**src/rtl/nsp_pkg.sv**
```systemverilog
package nsp_pkg;
  localparam int NIB_W     = 4;
  localparam int ADDR_W    = 3;
  localparam int TAP_SEL_W = 2;

  localparam logic [ADDR_W-1:0] A_DLO  = 3'd0;
  localparam logic [ADDR_W-1:0] A_DHI  = 3'd1;
  localparam logic [ADDR_W-1:0] A_CFG  = 3'd2;
  localparam logic [ADDR_W-1:0] A_CMD  = 3'd3;
  localparam logic [ADDR_W-1:0] A_STAT = 3'd4;

  localparam int CMD_START = 2;
  localparam int CMD_ABORT = 3;

  // configuration nibble: bit3 enable, bit2 msb first, bit1 falling edge, bit0 master
  typedef struct packed {
    logic en;
    logic msb;
    logic fall;
    logic master;
  } cfg_t;
endpackage

```
**src/rtl/nsp_regs.sv**
```systemverilog
module nsp_regs
  import nsp_pkg::*;
#(
  parameter int DATA_W = 2 * NIB_W
) (
  input  logic                 clk,
  input  logic                 rst_n,
  input  logic                 bus_we,
  input  logic                 bus_re,
  input  logic [ADDR_W-1:0]    bus_addr,
  input  logic [NIB_W-1:0]     bus_wdata,
  output logic [NIB_W-1:0]     bus_rdata,
  input  logic                 busy,
  input  logic                 done,
  input  logic [DATA_W-1:0]    shreg,
  output cfg_t                 cfg,
  output logic [TAP_SEL_W-1:0] tap_sel,
  output logic                 start,
  output logic                 abort,
  output logic                 ld_lo,
  output logic                 ld_hi,
  output logic                 irq,
  output logic                 loaded
);
  cfg_t                 cfg_q, cfg_d;
  logic [TAP_SEL_W-1:0] tap_q, tap_d;
  logic                 irq_q, irq_d;
  logic                 ld_q, ld_d;
  logic                 wr_cfg, wr_cmd, rd_stat;

  always_comb begin
    wr_cfg  = bus_we && (bus_addr == A_CFG) && !busy;
    wr_cmd  = bus_we && (bus_addr == A_CMD);
    rd_stat = bus_re && (bus_addr == A_STAT);
    abort   = wr_cmd && bus_wdata[CMD_ABORT];
    start   = wr_cmd && bus_wdata[CMD_START] && !bus_wdata[CMD_ABORT]
              && cfg_q.en && !busy;
    ld_lo   = bus_we && (bus_addr == A_DLO) && !busy;
    ld_hi   = bus_we && (bus_addr == A_DHI) && !busy;
  end

  always_comb begin
    cfg_d = cfg_q;
    tap_d = tap_q;
    if (wr_cfg) cfg_d = cfg_t'(bus_wdata);
    if (wr_cmd && !busy && !bus_wdata[CMD_ABORT]) tap_d = bus_wdata[TAP_SEL_W-1:0];

    irq_d = irq_q;
    if (rd_stat) irq_d = 1'b0;
    if (done)    irq_d = 1'b1;
    if (abort)   irq_d = 1'b0;

    ld_d = ld_q;
    if (ld_lo || ld_hi) ld_d = 1'b1;
    if (done || abort)  ld_d = 1'b0;
  end

  always_ff @(posedge clk or negedge rst_n) begin
    if (!rst_n) begin
      cfg_q <= '0;
      tap_q <= '0;
      irq_q <= 1'b0;
      ld_q  <= 1'b0;
    end else begin
      cfg_q <= cfg_d;
      tap_q <= tap_d;
      irq_q <= irq_d;
      ld_q  <= ld_d;
    end
  end

  always_comb begin
    unique case (bus_addr)
      A_DLO:   bus_rdata = shreg[NIB_W-1:0];
      A_DHI:   bus_rdata = shreg[DATA_W-1:NIB_W];
      A_CFG:   bus_rdata = cfg_q;
      A_CMD:   bus_rdata = NIB_W'(tap_q);
      A_STAT:  bus_rdata = {1'b0, ld_q, irq_q, busy};
      default: bus_rdata = '0;
    endcase
  end

  assign cfg     = cfg_q;
  assign tap_sel = tap_q;
  assign irq     = irq_q;
  assign loaded  = ld_q;


  irq_set_chk: assert property (@(posedge clk) disable iff (!rst_n)
    (done && !abort) |=> irq_q);


  irq_hold_chk: assert property (@(posedge clk) disable iff (!rst_n)
    (irq_q && !rd_stat && !abort) |=> irq_q);
endmodule

```
**src/rtl/nsp_clkgen.sv**
```systemverilog
module nsp_clkgen
  import nsp_pkg::*;
#(
  parameter int N_TAPS      = 3,
  parameter int SYNC_STAGES = 2
) (
  input  logic                 clk,
  input  logic                 rst_n,
  input  logic                 abort,
  input  logic                 busy,
  input  logic                 master,
  input  logic                 fall,
  input  logic [TAP_SEL_W-1:0] tap_sel,
  input  logic [N_TAPS-1:0]    tap_tick,
  input  logic                 sclk_in,
  input  logic                 sin_pin,
  output logic                 act,
  output logic                 sin_s,
  output logic                 sclk_out
);
  localparam int LAST = SYNC_STAGES - 1;

  logic [SYNC_STAGES-1:0] sclk_sync, sin_sync;
  logic                   sclk_prev;
  logic                   sclk_q, sclk_d, ph_q, ph_d;
  logic [TAP_SEL_W-1:0]   tap_idx;
  logic                   tick_sel, idle_lvl;
  logic                   s_rise, s_fall, m_act, s_act;

  always_ff @(posedge clk or negedge rst_n) begin
    if (!rst_n) begin
      sclk_sync <= '0;
      sin_sync  <= '0;
      sclk_prev <= 1'b0;
    end else begin
      sclk_sync <= {sclk_sync[SYNC_STAGES-2:0], sclk_in};
      sin_sync  <= {sin_sync[SYNC_STAGES-2:0], sin_pin};
      sclk_prev <= sclk_sync[LAST];
    end
  end

  always_comb begin
    tap_idx = (int'(tap_sel) >= N_TAPS) ? TAP_SEL_W'(N_TAPS - 1) : tap_sel;
    tick_sel = 1'b0;
    for (int i = 0; i < N_TAPS; i++)
      if (tap_idx == TAP_SEL_W'(i)) tick_sel = tap_tick[i];
  end

  always_comb begin
    idle_lvl = !fall;
    sclk_d   = sclk_q;
    ph_d     = ph_q;
    if (abort || !busy || !master) begin
      sclk_d = idle_lvl;
      ph_d   = 1'b0;
    end else if (tick_sel) begin
      sclk_d = !sclk_q;
      ph_d   = !ph_q;
    end
  end

  always_ff @(posedge clk or negedge rst_n) begin
    if (!rst_n) begin
      sclk_q <= 1'b1;
      ph_q   <= 1'b0;
    end else begin
      sclk_q <= sclk_d;
      ph_q   <= ph_d;
    end
  end

  always_comb begin
    s_rise = sclk_sync[LAST] && !sclk_prev;
    s_fall = !sclk_sync[LAST] && sclk_prev;
    m_act  = master && busy && tick_sel && ph_q;
    s_act  = !master && busy && (fall ? s_fall : s_rise);
    act    = m_act || s_act;
  end

  assign sin_s    = sin_sync[LAST];
  assign sclk_out = sclk_q;


  sclk_hold_chk: assert property (@(posedge clk) disable iff (!rst_n)
    (busy && master && !tick_sel && !abort) |=> $stable(sclk_out));


  slave_quiet_chk: assert property (@(posedge clk) disable iff (!rst_n)
    (!master && !busy) |=> (sclk_out == $past(idle_lvl)));
endmodule

```
**src/rtl/nsp_shifter.sv**
```systemverilog
module nsp_shifter
  import nsp_pkg::*;
#(
  parameter int DATA_W = 2 * NIB_W
) (
  input  logic              clk,
  input  logic              rst_n,
  input  logic              abort,
  input  logic              start,
  input  logic              act,
  input  logic              sin_s,
  input  logic              msb,
  input  logic              ld_lo,
  input  logic              ld_hi,
  input  logic [NIB_W-1:0]  wdata,
  output logic [DATA_W-1:0] shreg,
  output logic              busy,
  output logic              done,
  output logic              sout
);
  localparam int CNT_W = $clog2(DATA_W);

  logic [DATA_W-1:0] sh_q, sh_d;
  logic [CNT_W-1:0]  cnt_q, cnt_d;
  logic              busy_q, busy_d;
  logic              shift_en;

  always_comb begin
    shift_en = act && busy_q;
    done     = shift_en && (cnt_q == CNT_W'(DATA_W - 1)) && !abort;
  end

  always_comb begin
    sh_d   = sh_q;
    cnt_d  = cnt_q;
    busy_d = busy_q;
    if (abort) begin
      sh_d   = '0;
      cnt_d  = '0;
      busy_d = 1'b0;
    end else if (start) begin
      cnt_d  = '0;
      busy_d = 1'b1;
    end else if (shift_en) begin
      sh_d   = msb ? {sh_q[DATA_W-2:0], sin_s} : {sin_s, sh_q[DATA_W-1:1]};
      cnt_d  = cnt_q + CNT_W'(1);
      if (done) busy_d = 1'b0;
    end else begin
      if (ld_lo) sh_d[NIB_W-1:0]      = wdata;
      if (ld_hi) sh_d[DATA_W-1:NIB_W] = wdata;
    end
  end

  always_ff @(posedge clk or negedge rst_n) begin
    if (!rst_n) begin
      sh_q   <= '0;
      cnt_q  <= '0;
      busy_q <= 1'b0;
    end else begin
      sh_q   <= sh_d;
      cnt_q  <= cnt_d;
      busy_q <= busy_d;
    end
  end

  assign shreg = sh_q;
  assign busy  = busy_q;
  assign sout  = msb ? sh_q[DATA_W-1] : sh_q[0];


  busy_end_chk: assert property (@(posedge clk) disable iff (!rst_n)
    $fell(busy_q) |-> $past(done || abort));


  shreg_hold_chk: assert property (@(posedge clk) disable iff (!rst_n)
    (busy_q && !act && !abort) |=> $stable(sh_q));


  start_busy_chk: assert property (@(posedge clk) disable iff (!rst_n)
    (start && !abort) |=> (busy_q && cnt_q == '0));
endmodule

```
**src/rtl/nsp_top.sv**
```systemverilog
module nsp_top
  import nsp_pkg::*;
#(
  parameter int N_TAPS      = 3,
  parameter int SYNC_STAGES = 2,
  parameter int DATA_W      = 2 * NIB_W
) (
  input  logic              clk,
  input  logic              rst_n,
  input  logic              bus_we,
  input  logic              bus_re,
  input  logic [ADDR_W-1:0] bus_addr,
  input  logic [NIB_W-1:0]  bus_wdata,
  output logic [NIB_W-1:0]  bus_rdata,
  input  logic [N_TAPS-1:0] tap_tick,
  input  logic              sin_pin,
  input  logic              sclk_in,
  output logic              sclk_out,
  output logic              sclk_oe,
  output logic              sout,
  output logic              sout_oe,
  output logic              sel_out,
  output logic              sel_oe,
  output logic              irq
);
  logic [1:0]           rst_pipe;
  logic                 rst_i_n;
  cfg_t                 cfg;
  logic [TAP_SEL_W-1:0] tap_sel;
  logic                 start, abort, ld_lo, ld_hi, loaded;
  logic                 busy, done, act, sin_s;
  logic [DATA_W-1:0]    shreg;

  always_ff @(posedge clk or negedge rst_n) begin
    if (!rst_n) rst_pipe <= '0;
    else        rst_pipe <= {rst_pipe[0], 1'b1};
  end
  assign rst_i_n = rst_pipe[1];

  nsp_regs #(.DATA_W(DATA_W)) u_regs (
    .clk(clk), .rst_n(rst_i_n), .bus_we(bus_we), .bus_re(bus_re),
    .bus_addr(bus_addr), .bus_wdata(bus_wdata), .bus_rdata(bus_rdata),
    .busy(busy), .done(done), .shreg(shreg), .cfg(cfg), .tap_sel(tap_sel),
    .start(start), .abort(abort), .ld_lo(ld_lo), .ld_hi(ld_hi),
    .irq(irq), .loaded(loaded)
  );

  nsp_clkgen #(.N_TAPS(N_TAPS), .SYNC_STAGES(SYNC_STAGES)) u_clkgen (
    .clk(clk), .rst_n(rst_i_n), .abort(abort), .busy(busy),
    .master(cfg.master), .fall(cfg.fall), .tap_sel(tap_sel),
    .tap_tick(tap_tick), .sclk_in(sclk_in), .sin_pin(sin_pin),
    .act(act), .sin_s(sin_s), .sclk_out(sclk_out)
  );

  nsp_shifter #(.DATA_W(DATA_W)) u_shifter (
    .clk(clk), .rst_n(rst_i_n), .abort(abort), .start(start), .act(act),
    .sin_s(sin_s), .msb(cfg.msb), .ld_lo(ld_lo), .ld_hi(ld_hi),
    .wdata(bus_wdata), .shreg(shreg), .busy(busy), .done(done), .sout(sout)
  );

  always_comb begin
    sclk_oe = cfg.en && cfg.master;
    sout_oe = cfg.en;
    sel_oe  = cfg.en;
    sel_out = cfg.master ? !busy : (loaded && !busy);
  end


  start_done_chk: assert property (@(posedge clk) disable iff (!rst_i_n)
    $onehot0({start, done}));


  cs_during_xfer_chk: assert property (@(posedge clk) disable iff (!rst_i_n)
    ($rose(busy) && cfg.master) |-> !sel_out);
endmodule

```
**config.mk**
```make
export PLATFORM = sky130hd
export DESIGN_NAME = nsp_top
export DESIGN_NICKNAME = d
export VERILOG_FILES = /design/src/rtl/nsp_pkg.sv /design/src/rtl/nsp_regs.sv /design/src/rtl/nsp_clkgen.sv /design/src/rtl/nsp_shifter.sv /design/src/rtl/nsp_top.sv
export SDC_FILE = /design/constraint.sdc
export NUM_CORES = 1
export LEC_CHECK = 0
export BUFFER_PORTS_ARGS = -buffer_cell sky130_fd_sc_hd__buf_4
export CORE_MARGIN = 2
export CORE_UTILIZATION = 36
export DETAILED_ROUTE_END_ITERATION = 16
export PLACE_DENSITY = 0.61
export SLEW_MARGIN = 20
export SYNTH_ARGS = -nofsm -noshare
export SYNTH_HDL_FRONTEND = slang
export SYNTH_SLANG_ARGS = --single-unit
```
**constraint.sdc**
```tcl
create_clock -name clk -period 1.12 [get_ports clk]
set_input_delay 0.056 -clock clk [delete_from_list [all_inputs] [get_ports clk]]
set_output_delay 0.056 -clock clk [all_outputs]
set_load 0.05 [all_outputs]
```
### Word-level counts from Yosys, hierarchy flattened

Cells that the tools add are included.

| storage, ports and cells | value |
|---|---|
| flip-flop bits (word level) | 29 |
| input bits | 16 |
| output and inout bits | 11 |

| operators by class | value |
|---|---|
| add/sub/neg operators | 1 |
| order comparisons | 1 |
| equality and inequality tests | 8 |
| mux-type cells | 30 |
| reductions and logical operators | 53 |

Operators by type and width:

| operator | count |
|---|---|
| $mux 8 | 4 |
| $logic_and 1x1->1 | 27 |
| $pmux 4 s5 | 1 |
| $mux 1 | 19 |
| $reduce_bool 3->1 | 5 |
| $logic_not 1->1 | 9 |
| $mux 3 | 3 |
| $mux 4 | 2 |
| $eq 3x2->1 const B | 2 |
| $eq 3x3->1 const B | 2 |
| $reduce_and 2->1 | 3 |
| $logic_or 1x1->1 | 5 |
| $reduce_bool 2->1 | 2 |
| $add 3x1->3 const B | 1 |
| $eq 3x1->1 const B | 1 |
| $logic_not 3->1 | 1 |
| $eq 2x1->1 const B | 1 |
| $eq 2x2->1 const B | 1 |
| $ge 2x2->1 const B | 1 |
| $logic_not 2->1 | 1 |
| $mux 2 | 1 |
| $ne 2x1->1 const B | 1 |

### Depth between registers and ports, before layout

Gate-level depths: netlist (run 1).

| depth | value |
|---|---|
| word-level depth | 16 |
| depth in mapped cells | 6 |
| depth with buffers taken out | 4 |

### Modules after synthesis

Synthesis (run 1) repeated with hierarchy kept, for this count alone.

| unflattened totals | value |
|---|---|
| cells, all modules | 149 |
| area total of the unflattened synthesis | 1675.4 um^2 |

By module, submodules not included:

| module | instances | cells each | area each (um^2) | sequential area each (um^2) |
|---|---|---|---|---|
| nsp_shifter | 1 | 62 | 685.7 | 300.3 |
| nsp_regs | 1 | 53 | 584.3 | 200.2 |
| nsp_clkgen | 1 | 28 | 327.8 | 176.4 |
| nsp_top | 1 | 6 | 77.6 | 50.0 |

### Worst setup path before layout (run 1)

No wires, ideal clock.

| path | value |
|---|---|
| kind | flip-flop to output port |
| start point | register u_regs.irq_q (netlist: u_regs.irq) |
| end point | output bus_rdata[1] |
| data arrival time | 1.982 ns |
| path slack | -0.918 ns |
| cell stages (with the launch flop) | 5 |
| buffers on the path | 0 |
| cell sequence | dfrtp_1 -> mux2i_1 -> nor2_1 -> a21oi_1 -> o21ai_0 |

| on the way | value |
|---|---|
| cells in the longest elaborated chain, start to end | 1 |

RTL lines:

| element | RTL line | source |
|---|---|---|
| from (decl) | nsp_regs.sv:27 | `logic irq_q, irq_d;` |
| from (signal assigned) | nsp_regs.sv:67 | `irq_q <= irq_d;` |
| $pmux 4 s5 | nsp_regs.sv:73 | `unique case (bus_addr)` |
| to (decl) | nsp_top.sv:14 | `output logic [NIB_W-1:0] bus_rdata,` |

No other way between the ends.

### Final worst setup path (run 1)

| path | value |
|---|---|
| start point | register u_regs.tap_q[0] (netlist: u_regs.tap_sel[0]) |
| end point | register u_shifter.sh_q[6] (netlist: u_shifter.shreg[6]) |

| on the way | value |
|---|---|
| cells in the longest elaborated chain, start to end | 13 |
| elaborated cells on any way between the ends | 17 |
| classes of those cells | 1 x order compare; 2 x eq/ne; 7 x mux; 7 x reduce/logical |

RTL lines:

| element | RTL line | source |
|---|---|---|
| from (decl) | nsp_regs.sv:26 | `logic [TAP_SEL_W-1:0] tap_q, tap_d;` |
| from (signal assigned) | nsp_regs.sv:66 | `tap_q <= tap_d;` |
| $ge 2x2->1 | nsp_clkgen.sv:43 | `tap_idx = (int'(tap_sel) >= N_TAPS) ? TAP_SEL_W'(N_TAPS - 1) : tap_sel;` |
| $mux 2 * | nsp_clkgen.sv:43 |  |
| $logic_not 2->1 | nsp_clkgen.sv:46 | `if (tap_idx == TAP_SEL_W'(i)) tick_sel = tap_tick[i];` |
| $mux 1 (2 in a row) | nsp_clkgen.sv:46 |  |
| $mux 1 * | nsp_clkgen.sv:46 |  |
| $logic_and 1x1->1 * (2 in a row) | nsp_clkgen.sv:75 | `m_act = master && busy && tick_sel && ph_q;` |
| $logic_or 1x1->1 * | nsp_clkgen.sv:77 | `act = m_act \|\| s_act;` |
| $logic_and 1x1->1 * | nsp_shifter.sv:29 | `shift_en = act && busy_q;` |
| $mux 8 | nsp_shifter.sv:44 | `end else if (shift_en) begin` |
| $mux 8 | nsp_shifter.sv:41 | `end else if (start) begin` |
| $mux 8 | nsp_shifter.sv:37 | `if (abort) begin` |
| to (signal assigned) | nsp_shifter.sv:56 | `sh_q <= '0;` |
| to (signal assigned) | nsp_shifter.sv:60 | `sh_q <= sh_d;` |
| to (decl) | nsp_shifter.sv:23 | `logic [DATA_W-1:0] sh_q, sh_d;` |

Mark *: on every way between the ends. The rest lies on a longest branch, timed or not. The select of a mux whose other input is x is not followed.
A chain may end at the register's enable or synchronous reset.

==> results of run 1 <==
## layout make-up
type	count	area (sq um)	share of cell area
clock inverter	1	30.0	0.0115
tap	54	67.6	0.0259
timing repair buffer	71	626	0.240
clock buffer	7	86.3	0.0331
inverter	2	7.51	0.00288
multi-input combinational	117	1060	0.405
sequential	29	733	0.281
## kinds of logic (layout without fill, tap and decap cells)
| family | after synthesis | after routing | synth area share |
|---|---|---|---|
| XOR/XNOR | 2 | 2 | 0.0101 |
| multiplexers | 22 | 22 | 0.148 |
| other | 1 | 1 | 0.00217 |
| buffers and inverters | 11 | 81 | 0.0528 |
| AO/OA/AOI/OAI | 32 | 32 | 0.136 |
| adder cells (fa/ha/maj) | 2 | 2 | 0.0145 |
| flip-flops | 29 | 29 | 0.420 |
| AND/OR/NAND/NOR | 58 | 58 | 0.216 |
## power groups by stage
stage          combinational (uW)  sequential [uW]  clock [uW]
6_report                     1900             1480        1120
4_1_cts                      1730             1460        1150
3_5_place_dp                 1490             1520           0
5_1_grt                      2010             1480        1210
3_3_place_gp                 1460             1500           0
2_1_floorplan                 978             1510           0
## path summary, 6_finish.rpt
path                                   start                 end  slack, ns  cells past startpoint
min in group asynchronous              rst_n         rst_pipe[0]       0.08                      2
max in group asynchronous        rst_pipe[1]   u_clkgen.sclk_out       0.69                      1
hold reg to reg                  rst_pipe[1]   u_regs.tap_sel[0]       0.19                      1
setup / recovery           u_regs.tap_sel[0]  u_shifter.shreg[6]      -0.49                      5
setup reg to reg           u_regs.tap_sel[0]  u_shifter.shreg[6]      -0.49                      5
hold / removal                  bus_wdata[0]       u_regs.cfg[0]       0.04                      2
## worst max-delay path: cells and delay by family (launching register included)
kind,cells,cell delay (ns)
AOI/OAI and AO/OA,2,0.43
buffers and inverters,1,0.12
muxes,1,0.32
DFF,1,0.40
and+or+nand+nor,1,0.20
## what timing repair did
action,4_1_cts,5_1_grt
buffers inserted,9,5
pin swaps,9,14
hold buffers,3,0
hold endpoints to repair,4,0
gates resized for setup,21,16
setup endpoints to repair,29,29
## stage by stage
stage          hold slack, ns  total power, uW  area, sq um  instances  TNS, ns
3_3_place_gp           -0.160             2960         2240        257    -6.28
2_1_floorplan          -0.240             2490         1810        157    -4.98
6_report               0.0392             4490         2610        281    -9.69
4_1_cts                0.0331             4340         2520        277   -10.33
3_5_place_dp           -0.158             3010         2240        257    -7.05
5_1_grt                0.0424             4700         2610        281   -10.72
## sequential cells by signal, indices dropped and copies added, names as in the netlist
register / cells
u_shifter.shreg: 8
u_regs.cfg: 4
u_shifter.cnt_q: 3
rst_pipe: 2
u_clkgen.sclk_sync: 2
u_clkgen.sin_sync: 2
u_regs.tap_sel: 2
u_clkgen.ph_q: 1
u_clkgen.sclk_out: 1
u_clkgen.sclk_prev: 1
u_regs.irq: 1
u_regs.loaded: 1
u_shifter.busy: 1
## cell usage in the layout, fill, tap and decap left out, types with 4 or more instances in the layout
| master | count |
|---|---|
| buf_4 | 52 |
| buf_6 | 12 |
| clkbuf_8 | 6 |
| dfrtp_1 | 23 |
| dfrtp_2 | 5 |
| mux2_2 | 10 |
| mux2_4 | 6 |
| mux2i_1 | 5 |
| nand2_1 | 8 |
| nand3_1 | 13 |
| nand4_1 | 8 |
| o211ai_1 | 8 |
| o21ai_1 | 4 |
## routing by layer
metal | vias up | wire, microns
met1 | 796 | 2020
met3 | 12 | 244
met4 | 0 | 126
met5 | - | 0
li1 | 724 | -
met2 | 52 | 2600
==> run_results.csv, run 1 <==
group,metric,value,unit
synth,synth_cell_types,48,
floorplanning,die_area,5370,sq um
global_routing,grt_overflow,0,
cts,cts.clk_slew.worst_paths,0.07,ns
global_routing,antenna_found_initial,0,
drt,viasPerCell,5.64,
synth,ys_warn_count,0,
pwr,p_leak,0.00116,uW
synth,syn_nets,175,
timing,drv_slew,0,
global_routing,use_met2,0.333,
drt,wl_per_cell,17.8,microns
drt,drt_drc_violations_left,0,
timing,setup_viol,29,
timing,hold_viol,0,
pwr,pwr-share-comb,0.422,
global_routing,grt.total_usage,0.197,
global_routing,grtUsageMet1,0.226,
cts,cts_tree,"built",
floorplanning,ios,27,
setup_path,critical_path_class,"flip-flop to flip-flop",
pwr,clock_power_share,0.249,
global_routing,grt_pass1_wl,7830,microns
timing,clock_skew,0.00674,ns
floorplanning,rows,25,
timing,fmax,623,MHz
place,portBuffers,26,
cts,numCtsBuffers,5,
cts,ctsHtreeMaxLevel,2,
finish,n_fill_cell,414,
run_status,run_status,"finished, violations left",
setup_path,path_cells,"buf_6 -> mux2_4 -> o2111a_2 -> nor2_4 -> o211ai_1",
synth,synth_area_leader_cell,"dfrtp_1",
global_routing,grt-busiest-layer,"met2",
drt,wirelength,5000,microns
pwr,p_int,2970,uW
synth,synthFlopType,"dfrtp_1",
synth,avgSynthCellArea,11.0,sq um
setup_path,cp-end-kind,"flip-flop",
cts,clkSinkCount,29,
synth,ys_seq_area_frac,0.420,
cts,clockBufferDepth,2,
finish,nets,244,
finish,fin_util,0.555,
global_routing,use_met3,0.0535,
finish,layout-drive-gt1-share,0.581,
drt,ant_nets,0,
setup_path,cp-start-kind,"flip-flop",
floorplanning,core-area,4690,sq um
cts,clock_latency,0.28,ns
timing,finalCritPeriodShare,1.43,
timing,setup_slack,-0.486,ns
synth,synth_top_area_frac,0.405,
place,dpl.hpwl,3600,microns
pwr,switchingPower,1520,uW
synth,syn_inst,157,
global_routing,grt_pass1_vias,1640,
setup_path,cp.required,1.27,ns
floorplanning,dieWidth,73.3,microns
timing,rsz0062_at_grt,"true",
synth,synth.cell_area,1730,sq um
drt,first_pass_iters,4,
pwr,switching_share,0.339,
synth,synth_area_leaders,"dfrtp_1 (41%), mux2_2 (8.5%), nand3_1 (4.3%)",
run_status,violations,"setup timing",
job,cap_viol_max_count,0,
min_path,hold_path.class,"input pin to flip-flop",
pwr,power.density,1720,nW/um^2
pwr,p_seq_frac,0.329,
synth,synthTopCellsByCount,"dfrtp_1 (28), nand3_1 (15), mux2_2 (13)",
setup_path,worst_path_largest_cell_delay,0.40,ns
pwr,ir_drop,0.000623,V
floorplanning,initial_utilization,0.369,
synth,post-synth-top-count-cell,"dfrtp_1",
drt,num_vias,1584,
drt,dr.first_iter.drc_count,117,
setup_path,cp_max_fo,8,
floorplanning,chipHeight,73.3,microns
timing,min_period,1.61,ns
finish,diodes,0,
setup_path,cp_slowest_cell,"dfrtp_1",
finish,area_growth,50.7,%
global_routing,grt_max_degree,16,
synth,synth_seq_cells,29,
cts,root_buffer,"clkbuf_8",
place,gp_congestion,0.805,
setup_path,arrival,1.76,ns
place,pre_cts_slack,-0.352,ns
synth,synth_edf_count,0,
synth,async_flop_share,1.00,
Power figures use the tool's default switching activity.
==> inputs of run 2 (changes only) <==
- ABC_CLOCK_PERIOD_IN_PS: default -> 1120
- PLACE_DENSITY: 0.61 -> 0.59
==> run_results.csv, run 2 (synthesized netlist as in run 1, its figures left out) <==
group,metric,value,unit
run_status,run_status,"finished, violations left",
run_status,violations,"setup timing",
setup_path,startpoint,"u_regs.tap_sel[0]",
finish,area_growth,55.1,%
floorplanning,initial_utilization,0.369,
place,portBuffers,26,
timing,min_period,1.62,ns
global_routing,grt_overflow,0,
global_routing,grt.total_usage,0.204,
cts,numCtsBuffers,5,
timing,drv_slew,0,
global_routing,antenna_found_initial,0,
setup_path,cp_max_fo,8,
cts,clock_latency,0.28,ns
finish,layoutNonFillerInstCount,289,
timing,whs,0.0412,ns
pwr,p_leak,0.00120,uW
timing,clock_skew,0.00927,ns
cts,ctsHtreeMaxLevel,2,
cts,cts.clk_slew.worst_paths,0.06,ns
pwr,ir_drop,0.000684,V
finish,largest_reg_flops,8,
min_path,hold_path.class,"input pin to flip-flop",
job,cap_viol_max_count,0,
timing,setup_slack,-0.503,ns
pwr,power.density,1630,nW/um^2
drt,wirelength,4930,microns
drt,drt_drc_violations_left,0,
place,gp_congestion,0.851,
setup_path,rr_startpoint,"u_regs.tap_sel[0]",
timing,setup_viol,29,
cts,root_buffer,"clkbuf_8",
timing,hold_viol,0,
drt,wl_per_cell,17.0,microns
setup_path,critical_path_class,"flip-flop to flip-flop",
floorplanning,dieWidth,73.3,microns
setup_path,cp.required,1.30,ns
floorplanning,rows,25,
floorplanning,die_area,5370,sq um
finish,mostFrequentLayoutCells,"buf_4 (57), dfrtp_1 (24), nand3_1 (13)",
drt,viasPerCell,5.44,
finish,final_common_cell,"buf_4",
finish,n_fill_cell,392,
place,post-place-cells,260,
setup_path,cp-start-kind,"flip-flop",
min_path,worstHoldStart,"bus_wdata[3]",
timing,finalCritPeriodShare,1.45,
drt,ant_nets,0,
global_routing,grt_max_degree,26,
drt,dr.first_iter.drc_count,93,
floorplanning,chipHeight,73.3,microns
timing,rsz0062_at_grt,"true",
finish,nets,252,
timing,fmax,616,MHz
drt,first_pass_iters,4,
finish,layout-drive-gt1-share,0.587,
cts,clockBufferDepth,2,
place,dpl.hpwl,3500,microns
floorplanning,ios,27,
finish,diodes,0,
cts,cts_tree,"built",
global_routing,grt_pass1_vias,1598,
setup_path,cp-end-kind,"flip-flop",
floorplanning,core-area,4690,sq um
setup_path,arrival,1.81,ns
global_routing,grt_pass1_wl,8160,microns
cts,clkSinkCount,29,
drt,num_vias,1571,
run 2: power breakdown:
| part | leakage [uW] | switching [uW] | total (uW) | internal (uW) |
|---|---|---|---|---|
| logic | 0.000803 | 939 | 2020 | 1080 |
| clock network | 0.0000455 | 395 | 895 | 500 |
| registers | 0.000355 | 198 | 1460 | 1260 |
| total | 0.00120 | 1530 | 4380 | 2850 |
run 2: final timing paths:
| check | end | slack (ns) | cells after the start |
|---|---|---|---|
| min in group asynchronous | u_clkgen.sin_sync[0] | 0.06 | 0 |
| hold / removal | u_shifter.shreg[3] | 0.04 | 3 |
| setup reg to reg | u_shifter.shreg[4] | -0.50 | 6 |
| hold reg to reg | u_clkgen.sin_sync[0] | 0.06 | 0 |
| setup / recovery | u_shifter.shreg[4] | -0.50 | 6 |
| max in group asynchronous | u_clkgen.sclk_out | 0.60 | 1 |
run 2: metrics by stage:
stage	area, sq um	total power (uW)	setup WS [ns]	utilization	setup TNS (ns)
detailed placement	2270	3040	-0.331	0.484	-6.34
global route	2680	4610	-0.547	0.571	-10.73
global placement	2270	3010	-0.295	0.484	-5.70
finish	2680	4380	-0.503	0.571	-9.52
floorplan	1810	2490	-0.293	-	-4.98
CTS	2550	4190	-0.491	0.543	-10.23
run 2: layer usage:
| layer | up-vias | GRT usage | wire (microns) |
|---|---|---|---|
| li1 | 739 | - | - |
| met1 | 776 | 0.252 | 2040 |
| met2 | 45 | 0.357 | 2570 |
| met3 | 11 | 0.0384 | 218 |
| met4 | 0 | 0.0646 | 94 |
| met5 | - | 0 | 0 |
run 2: cell type report:
class | instances | area [sq um] | area share
tap | 54 | 67.6 | 0.0252
multi-input combinational | 117 | 1070 | 0.399
inverter | 2 | 7.51 | 0.00280
sequential | 29 | 732 | 0.273
clock buffer | 8 | 90.1 | 0.0336
timing repair buffer | 79 | 713 | 0.266
run 2: worst max-delay path: stages (launching register included):
cell	delay, ns
dfrtp_1	0.40
buf_6	0.13
mux2_4	0.31
o2111ai_4	0.26
buf_6	0.17
nand4_1	0.11
o211ai_1	0.14
run 2: repair_timing:
action	4_1_cts	5_1_grt
buffers inserted	10	11
resized for setup	23	21
pin swaps	13	13
hold buffers	3	0
setup endpoints to repair	29	29
endpoints found under the hold margin	4	0
